===== src/rtl/arh_pkg.sv =====
package arh_pkg;

  // channel index from a stereo pair number and side
  function automatic int unsigned pair_side_idx(int unsigned pair, bit right);
    return pair * 2 + (right ? 1 : 0);
  endfunction

  // pair that a time-division slot lands in
  function automatic int unsigned slot_pair(int unsigned slot);
    return slot / 2;
  endfunction

  // odd slots go to the right register
  function automatic bit slot_is_right(int unsigned slot);
    return (slot % 2) == 1;
  endfunction

endpackage


===== src/rtl/arh_slot_map.sv =====
module arh_slot_map #(
  parameter int CHANS  = 8,
  parameter int IDX_W  = 3,
  parameter int PAIR_W = 2
) (
  input  logic              vld,
  input  logic              tdm_mode,
  input  logic [PAIR_W-1:0] pair,
  input  logic              right,
  input  logic [IDX_W-1:0]  slot,
  output logic [CHANS-1:0]  hit
);
  import arh_pkg::*;

  logic [IDX_W-1:0] idx;

  always_comb begin
    int unsigned p;
    bit          r;
    if (tdm_mode) begin
      p = slot_pair(int'(slot));
      r = slot_is_right(int'(slot));
    end else begin
      p = int'(pair);
      r = right;
    end
    idx = IDX_W'(pair_side_idx(p, r));
    hit = '0;
    if (vld) hit[idx] = 1'b1;
  end

endmodule


===== src/rtl/arh_hold_chan.sv =====
module arh_hold_chan #(
  parameter int SW = 24
) (
  input  logic          clk,
  input  logic          rst_n,
  input  logic          wr,
  input  logic [SW-1:0] wr_data,
  input  logic          rd,
  input  logic          stat_rd,
  output logic [SW-1:0] data,
  output logic          ready,
  output logic          ovf,
  output logic          ovf_evt
);

  // new word while the old one is still unread and not being read now
  assign ovf_evt = wr && ready && !rd;

  always_ff @(posedge clk or negedge rst_n) begin
    if (!rst_n) begin
      data  <= '0;
      ready <= 1'b0;
      ovf   <= 1'b0;
    end else begin
      if (wr) data <= wr_data;
      if (wr)      ready <= 1'b1;
      else if (rd) ready <= 1'b0;
      if (ovf_evt)      ovf <= 1'b1;
      else if (stat_rd) ovf <= 1'b0;
    end
  end

  // a read with no competing word clears ready
  a_r4_read_clears: assert property (@(posedge clk) disable iff (!rst_n)
    rd && !wr |=> !ready);
  // an arriving word always leaves ready set and its data stored
  a_r6_word_wins: assert property (@(posedge clk) disable iff (!rst_n)
    wr |=> ready && data == $past(wr_data));
  // an unread channel hit again records overrun
  a_r5_overrun_set: assert property (@(posedge clk) disable iff (!rst_n)
    ovf_evt |=> ovf && ready);
  // a status read with no new event clears overrun
  a_r7_status_clears: assert property (@(posedge clk) disable iff (!rst_n)
    stat_rd && !ovf_evt |=> !ovf);
  // event and status read together keep the flag
  a_r8_event_kept: assert property (@(posedge clk) disable iff (!rst_n)
    stat_rd && ovf_evt |=> ovf);

endmodule


===== src/rtl/arh_reg_read.sv =====
module arh_reg_read #(
  parameter int CHANS = 8,
  parameter int SW    = 24,
  parameter int AW    = 4,
  parameter int DW    = 32
) (
  input  logic             clk,
  input  logic             rst_n,
  input  logic             rd_en,
  input  logic [AW-1:0]    rd_addr,
  input  logic [SW-1:0]    hold   [CHANS],
  input  logic [CHANS-1:0] ready,
  input  logic [CHANS-1:0] ovf,
  output logic [CHANS-1:0] rd_hit,
  output logic             stat_rd,
  output logic [DW-1:0]    rd_data
);

  logic [DW-1:0] sel;

  for (genvar g = 0; g < CHANS; g++) begin : g_dec
    assign rd_hit[g] = rd_en && (rd_addr == AW'(g));
  end
  assign stat_rd = rd_en && (rd_addr == AW'(CHANS));

  always_comb begin
    sel = '0;
    if (stat_rd) sel = DW'({ovf, ready});
    for (int i = 0; i < CHANS; i++) begin
      if (rd_hit[i]) sel = DW'(hold[i]);
    end
  end

  always_ff @(posedge clk or negedge rst_n) begin
    if (!rst_n) rd_data <= '0;
    else        rd_data <= sel;
  end

  // addresses above the status register read as zero
  a_r10_unmapped_zero: assert property (@(posedge clk) disable iff (!rst_n)
    rd_en && rd_addr > AW'(CHANS) |=> rd_data == '0);
  // idle cycles return zero
  a_r11_idle_zero: assert property (@(posedge clk) disable iff (!rst_n)
    !rd_en |=> rd_data == '0);

endmodule


===== src/rtl/audio_rx_hold.sv =====
module audio_rx_hold #(
  parameter int NUM_PAIRS = 4,
  parameter int SAMPLE_W  = 24,
  localparam int CHANS    = 2 * NUM_PAIRS,
  localparam int IDX_W    = $clog2(CHANS),
  localparam int PAIR_W   = $clog2(NUM_PAIRS),
  localparam int AW       = IDX_W + 1,
  localparam int STAT_W   = 2 * CHANS
) (
  input  logic                clk,
  input  logic                rst_n,
  input  logic                tdm_mode,
  input  logic                word_vld,
  input  logic [PAIR_W-1:0]   word_pair,
  input  logic                word_right,
  input  logic [IDX_W-1:0]    word_slot,
  input  logic [SAMPLE_W-1:0] word_data,
  input  logic                rd_en,
  input  logic [AW-1:0]       rd_addr,
  output logic [31:0]         rd_data,
  input  logic [STAT_W-1:0]   irq_en,
  output logic                irq
);

  logic [CHANS-1:0]    wr_hit, rd_hit, rdy, ovf, ovf_evt;
  logic                stat_rd;
  logic [SAMPLE_W-1:0] hold [CHANS];

  arh_slot_map #(.CHANS(CHANS), .IDX_W(IDX_W), .PAIR_W(PAIR_W)) u_map (
    .vld(word_vld), .tdm_mode(tdm_mode), .pair(word_pair),
    .right(word_right), .slot(word_slot), .hit(wr_hit)
  );

  for (genvar g = 0; g < CHANS; g++) begin : g_chan
    arh_hold_chan #(.SW(SAMPLE_W)) u_chan (
      .clk(clk), .rst_n(rst_n), .wr(wr_hit[g]), .wr_data(word_data),
      .rd(rd_hit[g]), .stat_rd(stat_rd), .data(hold[g]),
      .ready(rdy[g]), .ovf(ovf[g]), .ovf_evt(ovf_evt[g])
    );
  end

  arh_reg_read #(.CHANS(CHANS), .SW(SAMPLE_W), .AW(AW), .DW(32)) u_rd (
    .clk(clk), .rst_n(rst_n), .rd_en(rd_en), .rd_addr(rd_addr),
    .hold(hold), .ready(rdy), .ovf(ovf), .rd_hit(rd_hit),
    .stat_rd(stat_rd), .rd_data(rd_data)
  );

  assign irq = |({ovf, rdy} & irq_en);

  // stereo word marks the channel chosen by pair and side
  a_r2_stereo_route: assert property (@(posedge clk) disable iff (!rst_n)
    word_vld && !tdm_mode |=> rdy[{$past(word_pair), $past(word_right)}]);
  // time-division word marks the channel equal to its slot
  a_r3_slot_route: assert property (@(posedge clk) disable iff (!rst_n)
    word_vld && tdm_mode |=> rdy[$past(word_slot)]);
  // a cleared mask silences the interrupt
  a_r9_mask_silences: assert property (@(posedge clk) disable iff (!rst_n)
    irq_en == '0 |-> !irq);
  // at most one channel written per cycle
  a_r5_single_write: assert property (@(posedge clk) disable iff (!rst_n)
    $onehot0(wr_hit));

endmodule


===== config.mk =====
export PLATFORM = sky130hd
export DESIGN_NAME = audio_rx_hold
export DESIGN_NICKNAME = d
export VERILOG_FILES = /design/src/rtl/arh_pkg.sv /design/src/rtl/arh_slot_map.sv /design/src/rtl/arh_hold_chan.sv /design/src/rtl/arh_reg_read.sv /design/src/rtl/audio_rx_hold.sv
export SDC_FILE = /design/constraint.sdc
export NUM_CORES = 1
export LEC_CHECK = 0
export ABC_AREA = 1
export BUFFER_PORTS_ARGS = -buffer_cell sky130_fd_sc_hd__buf_2
export CAP_MARGIN = 20
export CORE_ASPECT_RATIO = 1.75
export CORE_MARGIN = 3
export CORE_UTILIZATION = 55
export CTS_CLUSTER_DIAMETER = 200
export DETAILED_ROUTE_END_ITERATION = 8
export PLACE_DENSITY = 0.74
export SYNTH_ARGS = -nofsm -noshare
export SYNTH_HDL_FRONTEND = slang
export SYNTH_SLANG_ARGS = --single-unit

===== constraint.sdc =====
create_clock -name clk -period 2.7 [get_ports clk]
set_input_delay 0.27 -clock clk [delete_from_list [all_inputs] [get_ports clk]]
set_output_delay 0.27 -clock clk [all_outputs]
set_load 0.005 [all_outputs]

### After elaboration in Yosys (flattened, before gate mapping)

Index checks and enable logic that the tools add are counted.

* order comparisons: 2
* reduce and logical (&&, ||, !) cells: 52
* multiply operators: 0
* bitwise logic cells: 1
* add/subtract/negate cells: 1
* muxes and demuxes: 40
* equality and inequality tests: 8
* divide/modulo/power cells: 0
* shift operators: 0

Operators with widths (count)
* 2-to-1 mux 32 bit: 8
* nonzero test 2 bit: 16
* 2-to-1 mux 1 bit: 28
* logical AND 1 bit: 26
* AND 16 bit: 1
* == test 4 x 3 -> 1 bit (second input constant): 4
* 2-to-1 mux 16 bit: 1
* OR reduction 16 bit: 1
* == test 4 x 2 -> 1 bit (second input constant): 2
* logical NOT 1 bit: 8
* 2-to-1 mux 8 bit: 1
* == test 4 x 1 -> 1 bit (second input constant): 1
* == test 4 bit (second input constant): 1
* logical NOT 4 bit: 1
* less-than comparator 3 x 4 -> 1 bit (second input constant): 1
* adder 3 bit: 1
* demux 1 bit (select 3 bit): 1
* greater-or-equal comparator 3 x 1 -> 1 bit (second input constant): 1
* 2-to-1 mux 2 bit: 1

* bits in latches: 0
* RAM bits: 0
* bits in registers: 240
* bits in read-only memories: 0
* output and inout port bits: 33
* memories: 0
* input port bits: 55
* word-level logic and storage cells: 129

### Longest topological paths before layout

* depth after elaboration: 11
* depth in mapped cells: 11
* depth with buffers taken out: 9

### Hierarchy

Synthesis repeated with hierarchy kept, for this count alone.

* cell total of the unflattened synthesis: 1405
* area, all modules: 11116.9 um^2

Modules (own cells, without submodules)
* arh_hold_chan: area each 1032.2 um^2, times used 8, cells an instance 112, sequential area each 650.6 um^2
* arh_reg_read: area each 2586.2 um^2, times used 1, cells an instance 440, sequential area each 600.6 um^2
* arh_slot_map: area each 138.9 um^2, times used 1, cells an instance 34, sequential area each 0.0 um^2
* audio_rx_hold: area each 133.9 um^2, times used 1, cells an instance 35, sequential area each 0.0 um^2

### Worst setup path after synthesis

OpenSTA, ideal clock, no wires.

* kind: input-to-reg
* start: input rd_en
* end: register g_chan[7].u_chan.ovf
* path buffers: 2
* stages: 5
* setup time: 0.152 ns
* required time: 2.548 ns
* setup slack: 1.306 ns
* arrival: 1.242 ns
* path through: buf_4 nand3_2 nor2_1 clkbuf_1 o22ai_1

* word-level cells in the longest chain between the ends: 4
* elaborated cells between the ends (all ways): 6
* classes of those cells: 1 x mux; 5 x reduce/logical

RTL lines
* start, declared: RTL line audio_rx_hold.sv:18 `input logic rd_en,`
* logical AND 1 bit: RTL line arh_reg_read.sv:22 `assign rd_hit[g] = rd_en && (rd_addr == AW'(g));`
* logical NOT 1 bit: RTL line arh_hold_chan.sv:17 `assign ovf_evt = wr && ready && !rd;`
* logical AND 1 bit: RTL line arh_hold_chan.sv:17
* 2-to-1 mux 1 bit or nonzero test 2 bit (tied branches)
* end signal, assigned: RTL line arh_hold_chan.sv:23 `ovf <= 1'b0;`
* end signal, assigned: RTL line arh_hold_chan.sv:28 `if (ovf_evt) ovf <= 1'b1;`
* end signal, assigned: RTL line arh_hold_chan.sv:29 `else if (stat_rd) ovf <= 1'b0;`
* end, declared: RTL line arh_hold_chan.sv:12 `output logic ovf,`

Several ways; a longest one is shown, not always the timed one.
A chain may end at the register's enable or synchronous reset.

### Worst setup path after layout

* start: register g_chan[3].u_chan.ovf
* end: output irq

* word-level cells in the longest chain between the ends: 2

RTL lines
* start, declared: RTL line arh_hold_chan.sv:12
* start signal, assigned: RTL line arh_hold_chan.sv:23
* start signal, assigned: RTL line arh_hold_chan.sv:28
* start signal, assigned: RTL line arh_hold_chan.sv:29
* AND 16 bit: RTL line audio_rx_hold.sv:48 `assign irq = |({ovf, rdy} & irq_en);`
* OR reduction 16 bit: RTL line audio_rx_hold.sv:48
* end, declared: RTL line audio_rx_hold.sv:22 `output logic irq`

No other way between the ends.

==> metrics.cfg <==
[setup_path]
critPathRequiredTime_ns=2.43
critPathCaptureType=output port
worst_path_max_delay_cell=dfrtp_1
arrival_ns=1.64
crit_chain=nand2_1, nand2_1, a221oi_1, nand4_1, buf_2
cpMostUsedCell=nand2_1
critical_path_class=flip-flop to output port
cp_max_fo=3
cpPeakStageDelay_ns=0.43
cp-start-kind=flip-flop

[power_and_ir_drop]
p_per_area_mw_per_mm2=792
finalPower_mw=9.19
peakVddDrop_uv=587
leakage_nw=5.75

[yosys]
syn_inst=1162
synth_edf_count=0
yosysUniqueCellTypes=31
async_flop_share_pct=100
syn_area_per_cell_um2=8.77
synth_area_mm2=0.0102
yosys-top-cells-area=dfrtp_1 57%, nand2_1 13%, o21ai_0 6.9%, o21ai_2 3.2%, nand4_1 3.0%
yosysSeqAreaShare_pct=57.0
synth_top_area_share_pct=57.0
ys.flop_type=dfrtp_1
ys_ff_latch=232
synth_top_area_cell=dfrtp_1
yosysWarnings=0

[sta]
period_share_pct=70.8
fin_crit_ns=1.91
finClkSkew_ns=0.0134
hold_viol=0
setup_viol=0
slew-limit-headroom_pct=42.4
slew_viol_final=0
rsz0062_at_grt=false
tightest_slew_ns=0.863
setup_slack_ns=0.788
timing.fmax_mhz=523
fin_setup_tns_ns=0

[global_route]
grt_util_all_layers_pct=30.3
grt_max_degree=97
grt_first_pass_wirelength_mm=45.9
antenna_found_initial=0
grt_pass1_vias=8511
grt_overflow=0

[run]
drv_cap=0

[drt]
totalWireLength_mm=29.0
drcViolationCount=0
wl_per_cell_um=19.4
drtIter0Drc=671
antenna_left=0
drtPass1Iterations=5
vias=8389
viasPerCell=5.61

[die]
fp-row-count=65
start_util_pct=56.2
core-area_mm2=0.0181
die_h_um=186
fp.dieW_um=109
boundaryPins=88
dieArea_mm2=0.0203

[layout]
syn_to_final_growth_pct=13.9
final_cell_mix=364 x nand2_1, 232 x dfrtp_1, 141 x o21ai_0
fin_nets=1301
mostFrequentLayoutCell=nand2_1
drive_gt1_share_pct=17.3

[clock_tree]
cts.sinks=232
clk_pin_slew_ns=0.06
cts-root-buf=clkbuf_16
clk_path_buf_depth=3
clk_latency_ns=0.51
cts-buffers-inserted=22
cts_tree=yes
htree_levels=1

[run_status]
outcome=completed

[hold_path]
min_path_type=input port to flip-flop

[place]
post-place-ws_ns=0.620
place_congestion=0.942
post-dp-hpwl_mm=20.3
port_buffers=79

-- worst max-delay path, delay by kind of cell (launching register included) --
kind                   cells  cell delay, ns
AND/OR/NAND/NOR            3            0.27
AO/OA/AOI/OAI              1            0.30
flip-flops                 1            0.43
buffers and inverters      1            0.15
-- flip-flops by register name, indices dropped and copies added (netlist names) --
name and count:
g_chan.u_chan.data 192, g_chan.u_chan.ovf 8, g_chan.u_chan.ready 8, u_rd.rd_data 24
-- power breakdown --
group | internal [mW] | switching (mW)
sequential | 4.32 | 0.487
combinational | 0.530 | 0.817
clock | 1.76 | 1.28
-- cell usage after synthesis (2+ instances only) --
cell type / instances
nand2_1: 364
dfrtp_1: 232
o21ai_0: 141
inv_1: 77
nor2_1: 58
nand4_1: 49
nand3_1: 40
o21ai_2: 37
clkbuf_1: 26
o21ai_1: 19
buf_2: 17
a21oi_1: 16
or2_2: 15
buf_4: 11
inv_2: 11
nor3_1: 9
buf_6: 7
o22ai_1: 6
nor2_2: 5
a221oi_1: 4
nor2_4: 4
buf_1: 2
nand3_2: 2
nor2_8: 2
o22ai_2: 2
-- path summary, 6_finish.rpt --
check	start	endpoint	slack (ns)	cells after the start
max	g_chan[3].u_chan.ovf	irq	0.79	5
min	word_data[20]	g_chan[3].u_chan.data[20]	0.006	3
max reg2reg	g_chan[3].u_chan.data[19]	u_rd.rd_data[19]	1.47	4
min reg2reg	g_chan[4].u_chan.data[11]	g_chan[4].u_chan.data[11]	0.48	2
max in group asynchronous	rst_n	g_chan[5].u_chan.data[23]	1.49	3
min in group asynchronous	rst_n	g_chan[6].u_chan.data[6]	0.38	2
-- metrics by stage --
step	hold slack (ns)	instances	utilization, %	area (µm²)
5_1_grt	0.0252	1494	64.0	11600
4_1_cts	0.00519	1494	64.0	11600
3_5_place_dp	0.356	1444	59.4	10800
3_3_place_gp	0.352	1443	59.4	10800
2_1_floorplan	-0.0256	1169	-	10200
6_report	0.00613	1495	64.0	11600
-- kinds of logic (layout without fill, tap and decap cells) --
family                 after synthesis  count (layout)  share of synthesized area, %
DFF                                232             232                          57.0
buffers and inverters              152             243                          6.73
other                                1               9                        0.0368
and+or+nand+nor                    552             552                          23.5
AOI/OAI and AO/OA                  225             225                          12.8
-- metal layers --
metal	track usage, %	vias up	part of all wire [%]
li1	-	3942	-
met1	32.8	4006	34
met2	52.9	314	53
met3	3.33	127	4.4
met4	23.5	0	9.0
met5	0	-	0
-- final cells by class --
type / count / area [µm²]
tap: 234 / 293
multi-input combinational: 785 / 3730
antenna: 1 / 2.50
clock inverter: 6 / 58.8
fill: 1574 / 6530
inverter: 89 / 334
clock buffer: 32 / 649
sequential: 232 / 5810
timing repair buffer: 116 / 738
-- what timing repair did --
item,CTS,global route
gates resized for setup,0,0
endpoints found under the hold margin,105,0
hold buffers,12,0
setup buffers,0,0
(Power assumes the default switching activity.)
